==> src/rtl/fse_pkg.sv <==
package fse_pkg;

  typedef enum logic [1:0] {
    OP_WORD  = 2'b00,
    OP_PAGE  = 2'b01,
    OP_BLOCK = 2'b10,
    OP_CHIP  = 2'b11
  } op_e;

  // Status bit positions; software polling depends on them.
  localparam int POLL_BIT = 7;
  localparam int TOG_BIT  = 6;

  function automatic int unsigned max_of4(input int unsigned a, b, c, d);
    int unsigned m;
    m = a;
    if (b > m) m = b;
    if (c > m) m = c;
    if (d > m) m = d;
    return m;
  endfunction

endpackage

==> src/rtl/fse_halt_filter.sv <==
module fse_halt_filter #(
  parameter int HALT_MIN = 4
) (
  input  logic clk,
  input  logic rst_n,
  input  logic halt_n,
  output logic abort
);

  localparam int HW = (HALT_MIN < 2) ? 1 : $clog2(HALT_MIN);
  localparam logic [HW-1:0] LAST = HW'(HALT_MIN - 1);

  logic [HW-1:0] hcnt_q, hcnt_d;

  assign abort = !halt_n && (hcnt_q == LAST);

  always_comb begin
    hcnt_d = hcnt_q;
    if (halt_n)              hcnt_d = '0;
    else if (hcnt_q != LAST) hcnt_d = hcnt_q + 1'b1;
  end

  always_ff @(posedge clk or negedge rst_n) begin
    if (!rst_n) hcnt_q <= '0;
    else        hcnt_q <= hcnt_d;
  end

  // an abort needs halt held low on the previous edge as well
  a_r10_abort_needs_history: assert property (@(posedge clk) disable iff (!rst_n)
    abort |-> $past(!halt_n));

endmodule

==> src/rtl/fse_busy_timer.sv <==
module fse_busy_timer
  import fse_pkg::*;
#(
  parameter int unsigned PROG_CYC  = 30,
  parameter int unsigned PAGE_CYC  = 50,
  parameter int unsigned BLOCK_CYC = 60,
  parameter int unsigned CHIP_CYC  = 200
) (
  input  logic       clk,
  input  logic       rst_n,
  input  logic       go,
  input  logic [1:0] op,
  input  logic       abort,
  output logic       busy,
  output logic       done
);

  localparam int unsigned MAXD = max_of4(PROG_CYC, PAGE_CYC, BLOCK_CYC, CHIP_CYC);
  localparam int CW = $clog2(MAXD + 1);

  logic [CW-1:0] cnt_q, cnt_d, load_val;
  logic          busy_q, busy_d, done_q, done_d;

  always_comb begin
    case (op)
      OP_WORD:  load_val = CW'(PROG_CYC - 1);
      OP_PAGE:  load_val = CW'(PAGE_CYC - 1);
      OP_BLOCK: load_val = CW'(BLOCK_CYC - 1);
      default:  load_val = CW'(CHIP_CYC - 1);
    endcase
  end

  always_comb begin
    busy_d = busy_q;
    cnt_d  = cnt_q;
    done_d = 1'b0;
    if (abort) begin
      busy_d = 1'b0;
      cnt_d  = '0;
    end else if (busy_q) begin
      if (cnt_q == '0) begin
        busy_d = 1'b0;
        done_d = 1'b1;
      end else begin
        cnt_d = cnt_q - 1'b1;
      end
    end else if (go) begin
      busy_d = 1'b1;
      cnt_d  = load_val;
    end
  end

  always_ff @(posedge clk or negedge rst_n) begin
    if (!rst_n) begin
      busy_q <= 1'b0;
      done_q <= 1'b0;
      cnt_q  <= '0;
    end else begin
      busy_q <= busy_d;
      done_q <= done_d;
      cnt_q  <= cnt_d;
    end
  end

  assign busy = busy_q;
  assign done = done_q;

  // completion pulse lasts one cycle
  a_r3_done_single: assert property (@(posedge clk) disable iff (!rst_n)
    done_q |=> !done_q);
  // completion pulse appears only right after a busy cycle
  a_r3_done_after_busy: assert property (@(posedge clk) disable iff (!rst_n)
    done_q |-> (!busy_q && $past(busy_q)));
  // an accepted start makes the engine busy
  a_r1_go_busy: assert property (@(posedge clk) disable iff (!rst_n)
    (go && !busy_q && !abort) |=> busy_q);
  // an abort leaves neither busy nor done
  a_r10_abort_quiet: assert property (@(posedge clk) disable iff (!rst_n)
    abort |=> (!busy_q && !done_q));

endmodule

==> src/rtl/fse_poll_toggle.sv <==
module fse_poll_toggle (
  input  logic clk,
  input  logic rst_n,
  input  logic rd,
  input  logic en,
  input  logic clr,
  output logic tog_next
);

  logic rd_q, tog_q, rise;

  assign rise = rd && !rd_q;

  always_comb begin
    tog_next = tog_q;
    if (clr)              tog_next = 1'b0;
    else if (en && rise)  tog_next = !tog_q;
  end

  always_ff @(posedge clk or negedge rst_n) begin
    if (!rst_n) begin
      rd_q  <= 1'b0;
      tog_q <= 1'b0;
    end else begin
      rd_q  <= rd;
      tog_q <= tog_next;
    end
  end

  // a new access while busy flips the toggle bit
  a_r6_flip_on_access: assert property (@(posedge clk) disable iff (!rst_n)
    (en && rd && !rd_q && !clr) |=> (tog_q != $past(tog_q)));
  // a held strobe leaves the toggle bit alone
  a_r6_hold_on_long_strobe: assert property (@(posedge clk) disable iff (!rst_n)
    (rd && rd_q && !clr) |=> $stable(tog_q));

endmodule

==> src/rtl/flash_busy_status.sv <==
module flash_busy_status
  import fse_pkg::*;
#(
  parameter int          DW        = 16,
  parameter int unsigned PROG_CYC  = 30,
  parameter int unsigned PAGE_CYC  = 50,
  parameter int unsigned BLOCK_CYC = 60,
  parameter int unsigned CHIP_CYC  = 200,
  parameter int          HALT_MIN  = 4
) (
  input  logic          clk,
  input  logic          rst_n,
  input  logic          start,
  input  logic [1:0]    op,
  input  logic [DW-1:0] wr_data,
  input  logic          halt_n,
  input  logic          ce_n,
  input  logic          oe_n,
  input  logic [DW-1:0] arr_data,
  output logic [DW-1:0] dout,
  output logic          dout_oe,
  output logic          ryby_oe,
  output logic          done
);

  localparam logic [DW-1:0] STAT_MASK = (DW'(1) << POLL_BIT) | (DW'(1) << TOG_BIT);

  logic          busy, abort, go, rd, tog_next;
  logic          erase_q, erase_d, poll_q, poll_d, oe_q, oe_d;
  logic [DW-1:0] dout_q, dout_d, stat;

  assign rd = !ce_n && !oe_n;
  assign go = start && halt_n && !busy;

  fse_halt_filter #(.HALT_MIN(HALT_MIN)) i_halt (
    .clk(clk), .rst_n(rst_n), .halt_n(halt_n), .abort(abort)
  );

  fse_busy_timer #(
    .PROG_CYC(PROG_CYC), .PAGE_CYC(PAGE_CYC),
    .BLOCK_CYC(BLOCK_CYC), .CHIP_CYC(CHIP_CYC)
  ) i_timer (
    .clk(clk), .rst_n(rst_n), .go(go), .op(op), .abort(abort),
    .busy(busy), .done(done)
  );

  fse_poll_toggle i_tog (
    .clk(clk), .rst_n(rst_n), .rd(rd), .en(busy), .clr(go),
    .tog_next(tog_next)
  );

  always_comb begin
    erase_d = erase_q;
    poll_d  = poll_q;
    if (go) begin
      erase_d = (op != OP_WORD);
      poll_d  = !wr_data[POLL_BIT];
    end
  end

  always_comb begin
    stat           = '0;
    stat[POLL_BIT] = erase_q ? 1'b0 : poll_q;
    stat[TOG_BIT]  = tog_next;
  end

  always_comb begin
    dout_d = dout_q;
    if (rd) dout_d = busy ? stat : arr_data;
    oe_d = rd && halt_n;
  end

  always_ff @(posedge clk or negedge rst_n) begin
    if (!rst_n) begin
      erase_q <= 1'b0;
      poll_q  <= 1'b0;
      oe_q    <= 1'b0;
      dout_q  <= '0;
    end else begin
      erase_q <= erase_d;
      poll_q  <= poll_d;
      oe_q    <= oe_d;
      dout_q  <= dout_d;
    end
  end

  assign dout    = dout_q;
  assign dout_oe = oe_q;
  assign ryby_oe = busy;

  // output drive only follows an unhalted read strobe
  a_r9_oe_from_strobe: assert property (@(posedge clk) disable iff (!rst_n)
    dout_oe |-> $past(!ce_n && !oe_n && halt_n));
  // non-status bits of a status word are zero
  a_r7_status_clean: assert property (@(posedge clk) disable iff (!rst_n)
    (dout_oe && $past(busy)) |-> ((dout & ~STAT_MASK) == '0));
  // polling bit is low during an erase
  a_r5_erase_poll_low: assert property (@(posedge clk) disable iff (!rst_n)
    (dout_oe && $past(busy && erase_q)) |-> !dout[POLL_BIT]);
  // no start is taken while halt is low
  a_r11_halt_blocks_start: assert property (@(posedge clk) disable iff (!rst_n)
    (!busy && !halt_n) |=> !busy);

endmodule

==> config.mk <==
export PLATFORM = sky130hd
export DESIGN_NAME = flash_busy_status
export DESIGN_NICKNAME = d
export VERILOG_FILES = /design/src/rtl/fse_pkg.sv /design/src/rtl/fse_halt_filter.sv /design/src/rtl/fse_busy_timer.sv /design/src/rtl/fse_poll_toggle.sv /design/src/rtl/flash_busy_status.sv
export SDC_FILE = /design/constraint.sdc
export NUM_CORES = 1
export LEC_CHECK = 0
export CAP_MARGIN = 20
export CORE_ASPECT_RATIO = 1.4
export CORE_MARGIN = 2
export CORE_UTILIZATION = 45
export CTS_CLUSTER_SIZE = 16
export DETAILED_ROUTE_END_ITERATION = 10
export PLACE_DENSITY = 0.8
export SLEW_MARGIN = 20
export SYNTH_ARGS = -nofsm -noshare
export SYNTH_HDL_FRONTEND = slang
export SYNTH_HIERARCHICAL = 1
export SYNTH_SLANG_ARGS = --single-unit
==> constraint.sdc <==
create_clock -name clk -period 2.5 [get_ports clk]
set_clock_uncertainty 0.2 [all_clocks]
set_input_delay 0.75 -clock clk [delete_from_list [all_inputs] [get_ports clk]]
set_output_delay 0.75 -clock clk [all_outputs]
set_load 0.02 [all_outputs]
==> reports/qor.csv, run 1 <==
metric;value;unit
drt_iter0_drc;24;
timing.fmax;415;MHz
layout_min_cycle_time;2410;ps
ys.flop_type;dfrtp_1;
grt_pass1_vias;1458;
die-width;56.6;um
critical-path-top-delay-family;buffers and inverters;
p_clk_share;16.7;%
viasPerCell;5.42;
rrSetupSlack;460;ps
grt_overflow_total;0;
ant_nets;0;
netlist_area;0.00174;mm2
grt_start_max_net_pins;34;
cts_hold_buf;0;
slowest_delay;680;ps
drc;0;
crit_type;flip-flop to output pin;
fin_hold_ws;315;ps
critPathCaptureType;output pin;
crit_slowest_cell;clkdlybuf4s50_1;
yosys_register_bits;33;
p_sw;0.000849;W
seqPwrFrac;38.1;%
ctsResizeCount;0;
drive_above_1_share;17.8;%
io_pins;59;
utilization;64.5;%
cp-start-kind;flip-flop;
drtPass1Iterations;4;
core;0.00368;mm2
syn_nets;211;
synthArstFlopShare;100;%
antenna_found_initial;0;
total_power;0.00228;W
dieHeight;77.7;um
cts_root_buffer;clkbuf_8;
dp_slack;-102;ps
syn_inst;166;
start_util;47.4;%
wl_per_cell;14.4;um
htree_num_levels;2;
synthToLayoutAreaGrowth;35.9;%
post-route-period-util;96.5;%
tns;0;ps
port_buffers;43;
layout.nets;269;
drv_cap;0;
synth.distinct_cells;43;
synth_edf_count;0;
power.internal;0.00143;W
path_cells;clkdlybuf4s50_1;
path_buf_inv;1;
synth.avg_cell_area;10.5;um2
max-clock-path-buffers;2;
ys_seq_area_share;47.3;%
vias;1446;
dieArea;0.00440;mm2
arrival;1460;ps
rsz0062_at_grt;false;
power.density;960;mW/mm2
setup_viol;0;
dp_hpwl;2870;um
path_clk_slew;60;ps
grt_pass1_wl;6590;um
layout_setup_ws;87.7;ps
cts_setup_buffers;0;
rows;26;
worstPathMaxFanout;8;
finalWirelength;3850;um
yosysWarningCount;6;
swShare;37.3;%
insertion_delay;280;ps
clock_sinks;33;
tightestPinTransition;450;ps
combPwrFrac;45.2;%
fillCellCount;301;
required;1550;ps
num_antenna_cells;0;
slew_violations;0;
status;complete, no violations;
grt.total_usage;19.2;%
cts_buffers;5;
slew_headroom;69.7;%
peakVddDrop;0.547;mV
cts_tree;built;
p_leak;1.04;nW
routabilityCongestion;0.811;
hold_path_class;flip-flop to flip-flop;
finalHoldViolCount;0;
kinds of logic after synthesis:
kind of cell,count (synthesis),share of synthesized area (%)
adder cells (fa/ha/maj),5,3.59
AND/OR/NAND/NOR,47,17.0
XOR/XNOR,4,2.01
AO/OA/AOI/OAI,54,21.4
multiplexers,5,3.16
flip-flops,33,47.3
buffers and inverters,18,5.52
stage by stage:
step,instances,instance area (um2)
6_report,267,2370
5_1_grt,267,2370
4_1_cts,267,2370
3_5_place_dp,259,2290
3_3_place_gp,259,2290
2_1_floorplan,166,1740
worst min-delay path, stage by stage (launching register included):
cell,delay (ps)
dfrtp_1,340
o21ai_0,70
o21ai_0,70
sequential cells by signal (all words and copies together) (netlist names):
name	count
dout	16
dout_oe	1
erase_q	1
i_halt/hcnt_q	2
i_timer/busy	1
i_timer/cnt_q	8
i_timer/done	1
i_tog/rd_q	1
i_tog/tog_q	1
poll_q	1
power by group through the flow:
stage,Combinational [W],Clock (W),Sequential (W)
finish,0.00103,0.000380,0.000866
floorplan,0.000584,0,0.000945
global route,0.00113,0.000416,0.000891
global placement,0.00101,0,0.000865
CTS,0.00104,0.000394,0.000865
detailed placement,0.00104,0,0.000874
layout by cell type, fill, tap and decap left out, types with 2 or more instances in the layout:
cell,count
ha_1,5
a21boi_0,2
nand2b_1,15
a211oi_1,2
a21oi_1,5
nor3_1,5
o21ai_1,2
mux2i_1,4
buf_4,16
clkdlybuf4s50_1,43
clkinv_2,2
o21ai_2,10
nand3b_1,2
xnor2_1,3
clkbuf_8,5
inv_1,10
nand2_1,6
a32o_1,3
o21ai_0,21
dfrtp_1,33
nor2_1,9
cell usage after synthesis, drive strengths merged, types with 2 or more instances:
cell type | number | area, um2
a211oi | 3 | 35.0
a21boi | 2 | 15.0
a21oi | 5 | 25.0
a32o | 3 | 30.0
and2 | 2 | 13.8
buf | 4 | 43.8
clkbuf | 4 | 15.0
dfrtp | 33 | 826
ha | 5 | 62.6
inv | 10 | 37.5
mux2i | 4 | 40.0
nand2 | 6 | 22.5
nand2b | 15 | 93.8
nand3b | 3 | 35.0
nor2 | 9 | 33.8
nor3 | 5 | 25.0
nor4b | 2 | 38.8
o21ai | 33 | 203
xnor2 | 3 | 26.3
layout make-up:
cell class              instances  area (um2)  area share [%]
flip-flops and latches         33         826            34.8
multi-input cells             115         822            34.7
repair buffers                 59         551            23.2
clock buffers                   6        72.6            3.06
well taps                      42        52.6            2.22
inverters                      10        37.5            1.58
clock inverters                 2        10.0           0.422
layer usage:
| layer | GRT usage (%) | wire length [um] | vias to the layer above |
|---|---|---|---|
| li1 | - | - | 701 |
| met1 | 20.7 | 1510 | 697 |
| met2 | 35.3 | 2090 | 40 |
| met3 | 4.83 | 186 | 8 |
| met4 | 7.14 | 73 | 0 |
| met5 | 0 | 0 | - |
final timing paths:
check                                   end        startpoint  cells past startpoint
setup / recovery                    ryby_oe      i_timer/busy                      1
hold / removal                      dout[5]           dout[5]                      2
setup reg to reg           i_timer/cnt_q[0]  i_timer/cnt_q[0]                      6
hold reg to reg                     dout[5]           dout[5]                      2
max in group asynchronous           dout[4]             rst_n                      2
min in group asynchronous          dout[15]             rst_n                      2
Note: power is estimated with default switching activity, not from simulation.
==> run 2, diff against run 1 <==
Settings changed: SKIP_LAST_GASP set to 1.
==> results of run 2 <==
Same layout as run 1: the final DEF is identical, and so are final timing and power.
